==> config.mk <==
export PLATFORM = sky130hd
export DESIGN_NAME = capture_timer
export DESIGN_NICKNAME = d
export VERILOG_FILES = /design/src/rtl/capture_timer.sv
export SDC_FILE = /design/constraint.sdc
export NUM_CORES = 1
export LEC_CHECK = 0
export BUFFER_PORTS_ARGS = -buffer_cell sky130_fd_sc_hd__buf_2
export CORE_ASPECT_RATIO = 2
export CORE_MARGIN = 2
export CORE_UTILIZATION = 57
export CTS_CLUSTER_DIAMETER = 200
export CTS_CLUSTER_SIZE = 12
export DETAILED_ROUTE_END_ITERATION = 10
export PLACE_DENSITY = 0.76
export SLEW_MARGIN = 0
export SYNTH_ARGS = -nofsm -noshare
export SYNTH_HDL_FRONTEND = slang
export SYNTH_SLANG_ARGS = --single-unit
==> constraint.sdc <==
create_clock -name clk -period 2.6 [get_ports clk]
set_input_delay 0 -clock clk [delete_from_list [all_inputs] [get_ports clk]]
set_output_delay 0 -clock clk [all_outputs]
set_load 0.005 [all_outputs]
==> src/rtl/capture_timer.sv <==
module capture_timer #(
  parameter int CNT_W  = 16,
  parameter int ADDR_W = 3
) (
  input  logic              clk,
  input  logic              rst_n,
  input  logic              tick_en,
  input  logic              cap_in,
  input  logic [ADDR_W-1:0] bus_addr,
  input  logic              bus_wr,
  input  logic [7:0]        bus_wdata,
  output logic [7:0]        bus_rdata,
  output logic              irq
);

  localparam logic [CNT_W-1:0]  CNT_MAX = {CNT_W{1'b1}};
  localparam logic [ADDR_W-1:0] A_CTRL  = ADDR_W'(0);
  localparam logic [ADDR_W-1:0] A_HLO   = ADDR_W'(1);
  localparam logic [ADDR_W-1:0] A_HHI   = ADDR_W'(2);
  localparam logic [ADDR_W-1:0] A_CLO   = ADDR_W'(3);
  localparam logic [ADDR_W-1:0] A_CHI   = ADDR_W'(4);
  localparam int B_MODE = 4;
  localparam int B_RUN  = 3;
  localparam int B_OVF  = 2;
  localparam int B_PND  = 1;
  localparam int B_IEN  = 0;

  logic [2:0]       sync_q;
  logic [CNT_W-1:0] cnt_q, hold_q;
  logic             mode_q, run_q, ovf_q, pnd_q, ien_q;
  logic [15:0]      cnt16, hold16;

  wire cap_edge = sync_q[1] & ~sync_q[2];
  wire ctrl_wr  = bus_wr && (bus_addr == A_CTRL);
  wire start    = ctrl_wr && bus_wdata[B_RUN] && !run_q;
  wire cap_evt  = run_q && cap_edge;
  wire inc      = run_q && tick_en && !cap_evt;
  wire wrap     = inc && (cnt_q == CNT_MAX);

  always_ff @(posedge clk or negedge rst_n)
    if (!rst_n) sync_q <= '0;
    else        sync_q <= {sync_q[1:0], cap_in};

  always_ff @(posedge clk or negedge rst_n)
    if (!rst_n)                          cnt_q <= '0;
    else if (start && !bus_wdata[B_MODE]) cnt_q <= '0;
    else if (inc)                        cnt_q <= cnt_q + 1'b1;

  always_ff @(posedge clk or negedge rst_n)
    if (!rst_n)       hold_q <= '0;
    else if (cap_evt) hold_q <= cnt_q;

  always_ff @(posedge clk or negedge rst_n)
    if (!rst_n)       run_q <= 1'b0;
    else if (cap_evt) run_q <= 1'b0;
    else if (ctrl_wr) run_q <= bus_wdata[B_RUN];

  always_ff @(posedge clk or negedge rst_n)
    if (!rst_n) begin
      mode_q <= 1'b0;
      ien_q  <= 1'b0;
    end else if (ctrl_wr) begin
      mode_q <= bus_wdata[B_MODE];
      ien_q  <= bus_wdata[B_IEN];
    end

  always_ff @(posedge clk or negedge rst_n)
    if (!rst_n)                            ovf_q <= 1'b0;
    else if (wrap)                         ovf_q <= 1'b1;
    else if (ctrl_wr && !bus_wdata[B_OVF]) ovf_q <= 1'b0;

  always_ff @(posedge clk or negedge rst_n)
    if (!rst_n)                            pnd_q <= 1'b0;
    else if (cap_evt)                      pnd_q <= 1'b1;
    else if (ctrl_wr && !bus_wdata[B_PND]) pnd_q <= 1'b0;

  assign irq    = (ovf_q | pnd_q) & ien_q;
  assign cnt16  = 16'(cnt_q);
  assign hold16 = 16'(hold_q);

  always_comb begin
    case (bus_addr)
      A_CTRL:  bus_rdata = {3'b000, mode_q, run_q, ovf_q, pnd_q, ien_q};
      A_HLO:   bus_rdata = hold16[7:0];
      A_HHI:   bus_rdata = hold16[15:8];
      A_CLO:   bus_rdata = cnt16[7:0];
      A_CHI:   bus_rdata = cnt16[15:8];
      default: bus_rdata = 8'h00;
    endcase
  end

  AST_COUNT_STEP: assert property (@(posedge clk) disable iff (!rst_n)
    (inc && cnt_q != CNT_MAX) |=> cnt_q == CNT_W'($past(cnt_q) + 1'b1));
  AST_START_CLEAR: assert property (@(posedge clk) disable iff (!rst_n)
    (start && !bus_wdata[B_MODE]) |=> cnt_q == '0);
  AST_START_KEEP: assert property (@(posedge clk) disable iff (!rst_n)
    (start && bus_wdata[B_MODE]) |=> $stable(cnt_q));
  AST_STOPPED_FROZEN: assert property (@(posedge clk) disable iff (!rst_n)
    (!run_q && !start) |=> $stable(cnt_q));
  AST_HOLD_ONLY_ON_CAPTURE: assert property (@(posedge clk) disable iff (!rst_n)
    !cap_evt |=> $stable(hold_q));
  AST_CAPTURE_STOPS: assert property (@(posedge clk) disable iff (!rst_n)
    cap_evt |=> (!run_q && pnd_q));
  AST_IDLE_NO_PEND: assert property (@(posedge clk) disable iff (!rst_n)
    !run_q |=> !$rose(pnd_q));
  AST_OVF_SET: assert property (@(posedge clk) disable iff (!rst_n)
    wrap |=> (ovf_q && cnt_q == '0));
  AST_OVF_STICKY: assert property (@(posedge clk) disable iff (!rst_n)
    (ovf_q && !(ctrl_wr && !bus_wdata[B_OVF])) |=> ovf_q);
  AST_PND_STICKY: assert property (@(posedge clk) disable iff (!rst_n)
    (pnd_q && !(ctrl_wr && !bus_wdata[B_PND])) |=> pnd_q);
  AST_IRQ_ON_CAPTURE: assert property (@(posedge clk) disable iff (!rst_n)
    (cap_evt && ien_q && !(ctrl_wr && !bus_wdata[B_IEN])) |=> irq);
  AST_HW_WINS: assert property (@(posedge clk) disable iff (!rst_n)
    (cap_evt && ctrl_wr) |=> (pnd_q && !run_q));

endmodule

---- Yosys cells after proc, flatten, opt, wreduce, memory -nomap -nowiden ----
Index checks and enable logic that the tools add are counted.
word-level totals
  register bits ........................... 40
  word-level logic and storage cells ...... 47
operators by class
  add/subtract/negate cells ............... 1
  eq/ne operators ......................... 5
  muxes and demuxes ....................... 9
  bitwise logic cells ..................... 4
  reductions and logical operators ........ 20
operator list
  kind                                           count
  one-hot mux 8 bit (5 select lines)             1
  2-to-1 mux 16 bit                              2
  adder 16 x 1 -> 16 bit, second input constant  1
  == test 16 bit, second input constant          1
  logical AND 1 bit                              10
  nonzero test 2 bit                             4
  == test 3 x 2 -> 1 bit, second input constant  2
  2-to-1 mux 1 bit                               6
  logical NOT 1 bit                              5
  == test 3 x 1 -> 1 bit, second input constant  1
  == test 3 bit, second input constant           1
  logical NOT 3 bit                              1
  bitwise AND 1 bit                              2
  inverter 1 bit                                 1
  OR 1 bit                                       1

---- Logic depth before layout (Yosys ltp) ----
  depth after elaboration ................. 7
  gate-level depth with buffers ........... 6
  mapped depth without buffers ............ 5

---- Worst setup path before layout ----
OpenSTA, ideal clock, no wires.
  kind .................................... reg2reg
  from .................................... register cnt_q[0] (netlist: cnt16[0])
  to ...................................... register cnt_q[14] (netlist: cnt16[14])
  setup time .............................. 73 ps
  data arrival time ....................... 1844 ps
  required time ........................... 2527 ps
  slack ................................... 683 ps
  cell stages (with the launch flop) ...... 7
  path buffers ............................ 1
  period minus slack after synthesis ...... 1917 ps
  cell sequence ........................... dfrtp_1 > ha_1 > nand3_1 > or4_1 > buf_2 > or4_4 > a21oi_2
between the ends
  longest elaborated chain between the ends .. 3
RTL lines
  element                 RTL line  text
  start, declared         29        logic [CNT_W-1:0] cnt_q, hold_q;
  start signal, assigned  47        else if (inc) cnt_q <= cnt_q + 1'b1;
  adder 16 x 1 -> 16 bit  47
  2-to-1 mux 16 bit       47
  2-to-1 mux 16 bit       46        else if (start && !bus_wdata[B_MODE]) cnt_q <= '0;
No other way between the ends. The select of a mux whose other input is x is not followed.
A chain may end at the register's enable or synchronous reset.

---- Worst setup path after layout ----
Ends and elaborated chain as after synthesis.

==> impl_metrics.ini <==
[timing]
period_needed_ps = 2210
setup_viol = 0
fin_worst_skew_ps = 12.9
fin_crit_sh_pct = 84.8
worstMarginPinSlew_ps = 894
fmax_ghz = 0.454
finalMaxSlewViolations = 0
fin_hold_ws_ps = -0.997
rsz0062_at_grt = false
hold_viol = 1
slew_headroom_pct = 40.4
fin_setup_tns_ps = 0

[synthesis]
synth_cell_types = 32
yosysMostFrequentCell = dfrtp_1
async_reset_ff_share_pct = 100
yosys.area.top_type = dfrtp_1
synthCells = 184
synth_nets = 201
yosysWarnings = 0
synth_edf_count = 0
netlist_area_mm2 = 0.00199
synth.area.top_cells = dfrtp_1, mux2_2, a22oi_1, o22ai_1, a21oi_1
syn_area_per_cell_um2 = 10.8
ys_top_cells_by_count = dfrtp_1, mux2_2, a22oi_1
synth_ff_type = dfrtp_1
ys_seq_area_share_pct = 50.2
yosys_register_bits = 40
netlist.area_leader.share_pct = 50.2

[clock_tree]
cts_buffer_depth = 2
cts_sinks = 40
numCtsBuffers = 5
cts_tree = done
clk_pin_slew_worst_paths_ps = 80
clock_latency_ps = 300
cts-root-buf = clkbuf_8
ctsResizeCount = 0
h-tree-depth = 2

[critical_path]
slowest_delay_ps = 610
arrival_ps = 2430
critPathTopFamily = simple AND/OR/NAND/NOR gates
crit_path_max_fanout = 10
cp_slowest_cell = or4_1
reg2reg_slack_ps = 390
crit_chain = ha_1 > nand3_1 > or4_1 > or4_4 > a21oi_2
cp-start-kind = register
end_kind = register
cp_data_required_time_ps = 2830
path_buf_inv = 0
crit_type = reg2reg

[final_layout]
diodes = 0
multi_input_area_um2 = 953
regArea_mm2 = 0.00100
drive_gt1_share_pct = 24.5
num-fill-cells = 260
syn2layout_area_growth_pct = 13.6
design_area_mm2 = 0.00226
final_net_count = 228

[die]
std_cell_rows = 30
die_w_um = 45.8
initial_core_util_pct = 59.0
core_mm2 = 0.00338
die_area_mm2 = 0.00402
die_y_um = 87.7
io_pins = 25

[pwr]
combPwrFrac_pct = 17.6
internal_power_mw = 1.05
clock_power_share_pct = 28.6
p_sw_share_pct = 29.7
netSwitchingPower_mw = 0.444
pwr-share-seq_pct = 53.8
peakVddDrop_mv = 0.447
p_leak_nw = 1.01
power_density_mw_per_mm2 = 659

[place]
finalWeightedCongestion = 0.860
placedInstanceArea_mm2 = 0.00211
numPortBuffers = 21
hpwl_mm = 3.31

[route]
drc = 0
initialDrtViolationCount = 48
ant_nets = 0
post_drt_wl_per_cell_um = 19.6
routed_via_density = 6.61
totalWireLength_mm = 4.78
vias = 1613
firstDrtPassIters = 5

[global_routing]
grt_pass1_vias = 1659
antenna_found_initial = 0
grt_max_degree = 41
grt_pass1_wl_mm = 7.85
globalRoute.totalOverflow = 0
grt_use_total_pct = 27.2

[status]
status = complete, but fails checks
violations = hold timing

[min_path]
hp-class = in2reg

[job]
cap_violations = 0
## cell type report
type	count	share of cell area, %
Timing Repair Buffer	28	7.62
Sequential cell	40	44.2
Tap cell	32	1.77
Clock buffer	8	3.98
Multi-Input combinational cell	134	42.1
Inverter	2	0.331
## worst register-to-register path, delay by kind of cell, from the launching register on
kind,cells,cell delay (ps)
AND/OR/NAND/NOR,3,1300
flip-flops,1,460
adder cells (fa/ha/maj),1,220
AO/OA/AOI/OAI,1,150
## stage by stage
step	utilization (%)	worst slack, ps	std cells	power (mW)
after CTS	67.0	410	244	1.50
after global placement	62.6	486	230	1.04
after detailed placement	62.6	434	230	1.06
after global routing	67.0	283	244	1.58
final	67.0	395	244	1.49
after floorplan	-	683	184	0.953
## what timing repair did
item | 4_1_cts | 5_1_grt
endpoints found under the setup margin | 0 | 0
hold buffers | 6 | 0
buffers inserted | 0 | 0
hold endpoints to repair | 45 | 0
## kinds of logic (layout without fill, tap and decap cells)
group	after synthesis	after routing	share of synthesized area [%]
adder cells (fa/ha/maj)	1	1	0.627
flip-flops	40	40	50.2
multiplexers	26	26	14.4
AND/OR/NAND/NOR	55	55	15.6
AO/OA/AOI/OAI	48	48	15.4
XOR/XNOR	4	4	1.76
buffers and inverters	10	38	2.01
## placed cells by master, fill, tap and decap left out, types with 3 or more instances in the layout
cell type	instances
nand2_1	11
buf_2	21
a22oi_1	13
mux2i_1	4
mux2_2	22
a21oi_1	9
o22ai_1	8
clkbuf_8	6
xnor2_1	3
nand4_1	6
or4_1	5
dfrtp_1	40
nor2b_1	3
nor2_1	5
dlygate4sd3_1	6
o21ai_0	9
or3_1	4
nand3_1	9
o31ai_1	6
## sequential cells by signal, summed over array words and instances (netlist names)
register / cells
sync_q: 3
pnd_q: 1
ien_q: 1
run_q: 1
ovf_q: 1
hold16: 16
cnt16: 16
mode_q: 1
## power groups by stage
stage | combinational (mW) | sequential (mW) | clock [mW]
after floorplan | 0.176 | 0.777 | 0
after detailed placement | 0.251 | 0.813 | 0
final | 0.262 | 0.802 | 0.427
after global routing | 0.296 | 0.814 | 0.468
after global placement | 0.236 | 0.808 | 0
after CTS | 0.263 | 0.801 | 0.432
## path summary, 6_finish.rpt
| check | from | end | cells past startpoint |
|---|---|---|---|
| max in group asynchronous | rst_n | hold16[5] | 2 |
| worst min-delay path | bus_wdata[3] | run_q | 3 |
| worst max-delay path | cnt16[0] | cnt16[14] | 5 |
| worst max register to register | cnt16[0] | cnt16[14] | 5 |
| worst min register to register | sync_q[0] | sync_q[1] | 0 |
| min in group asynchronous | rst_n | mode_q | 2 |
## metal layers
layer	part of all wire, %	vias to the layer above	track usage (%)
li1	-	755	-
met1	38	796	31.5
met2	55	51	46.1
met3	4.8	11	5.77
met4	2.3	0	12.5
met5	0	-	0
Note: power is estimated with default switching activity, not from simulation.
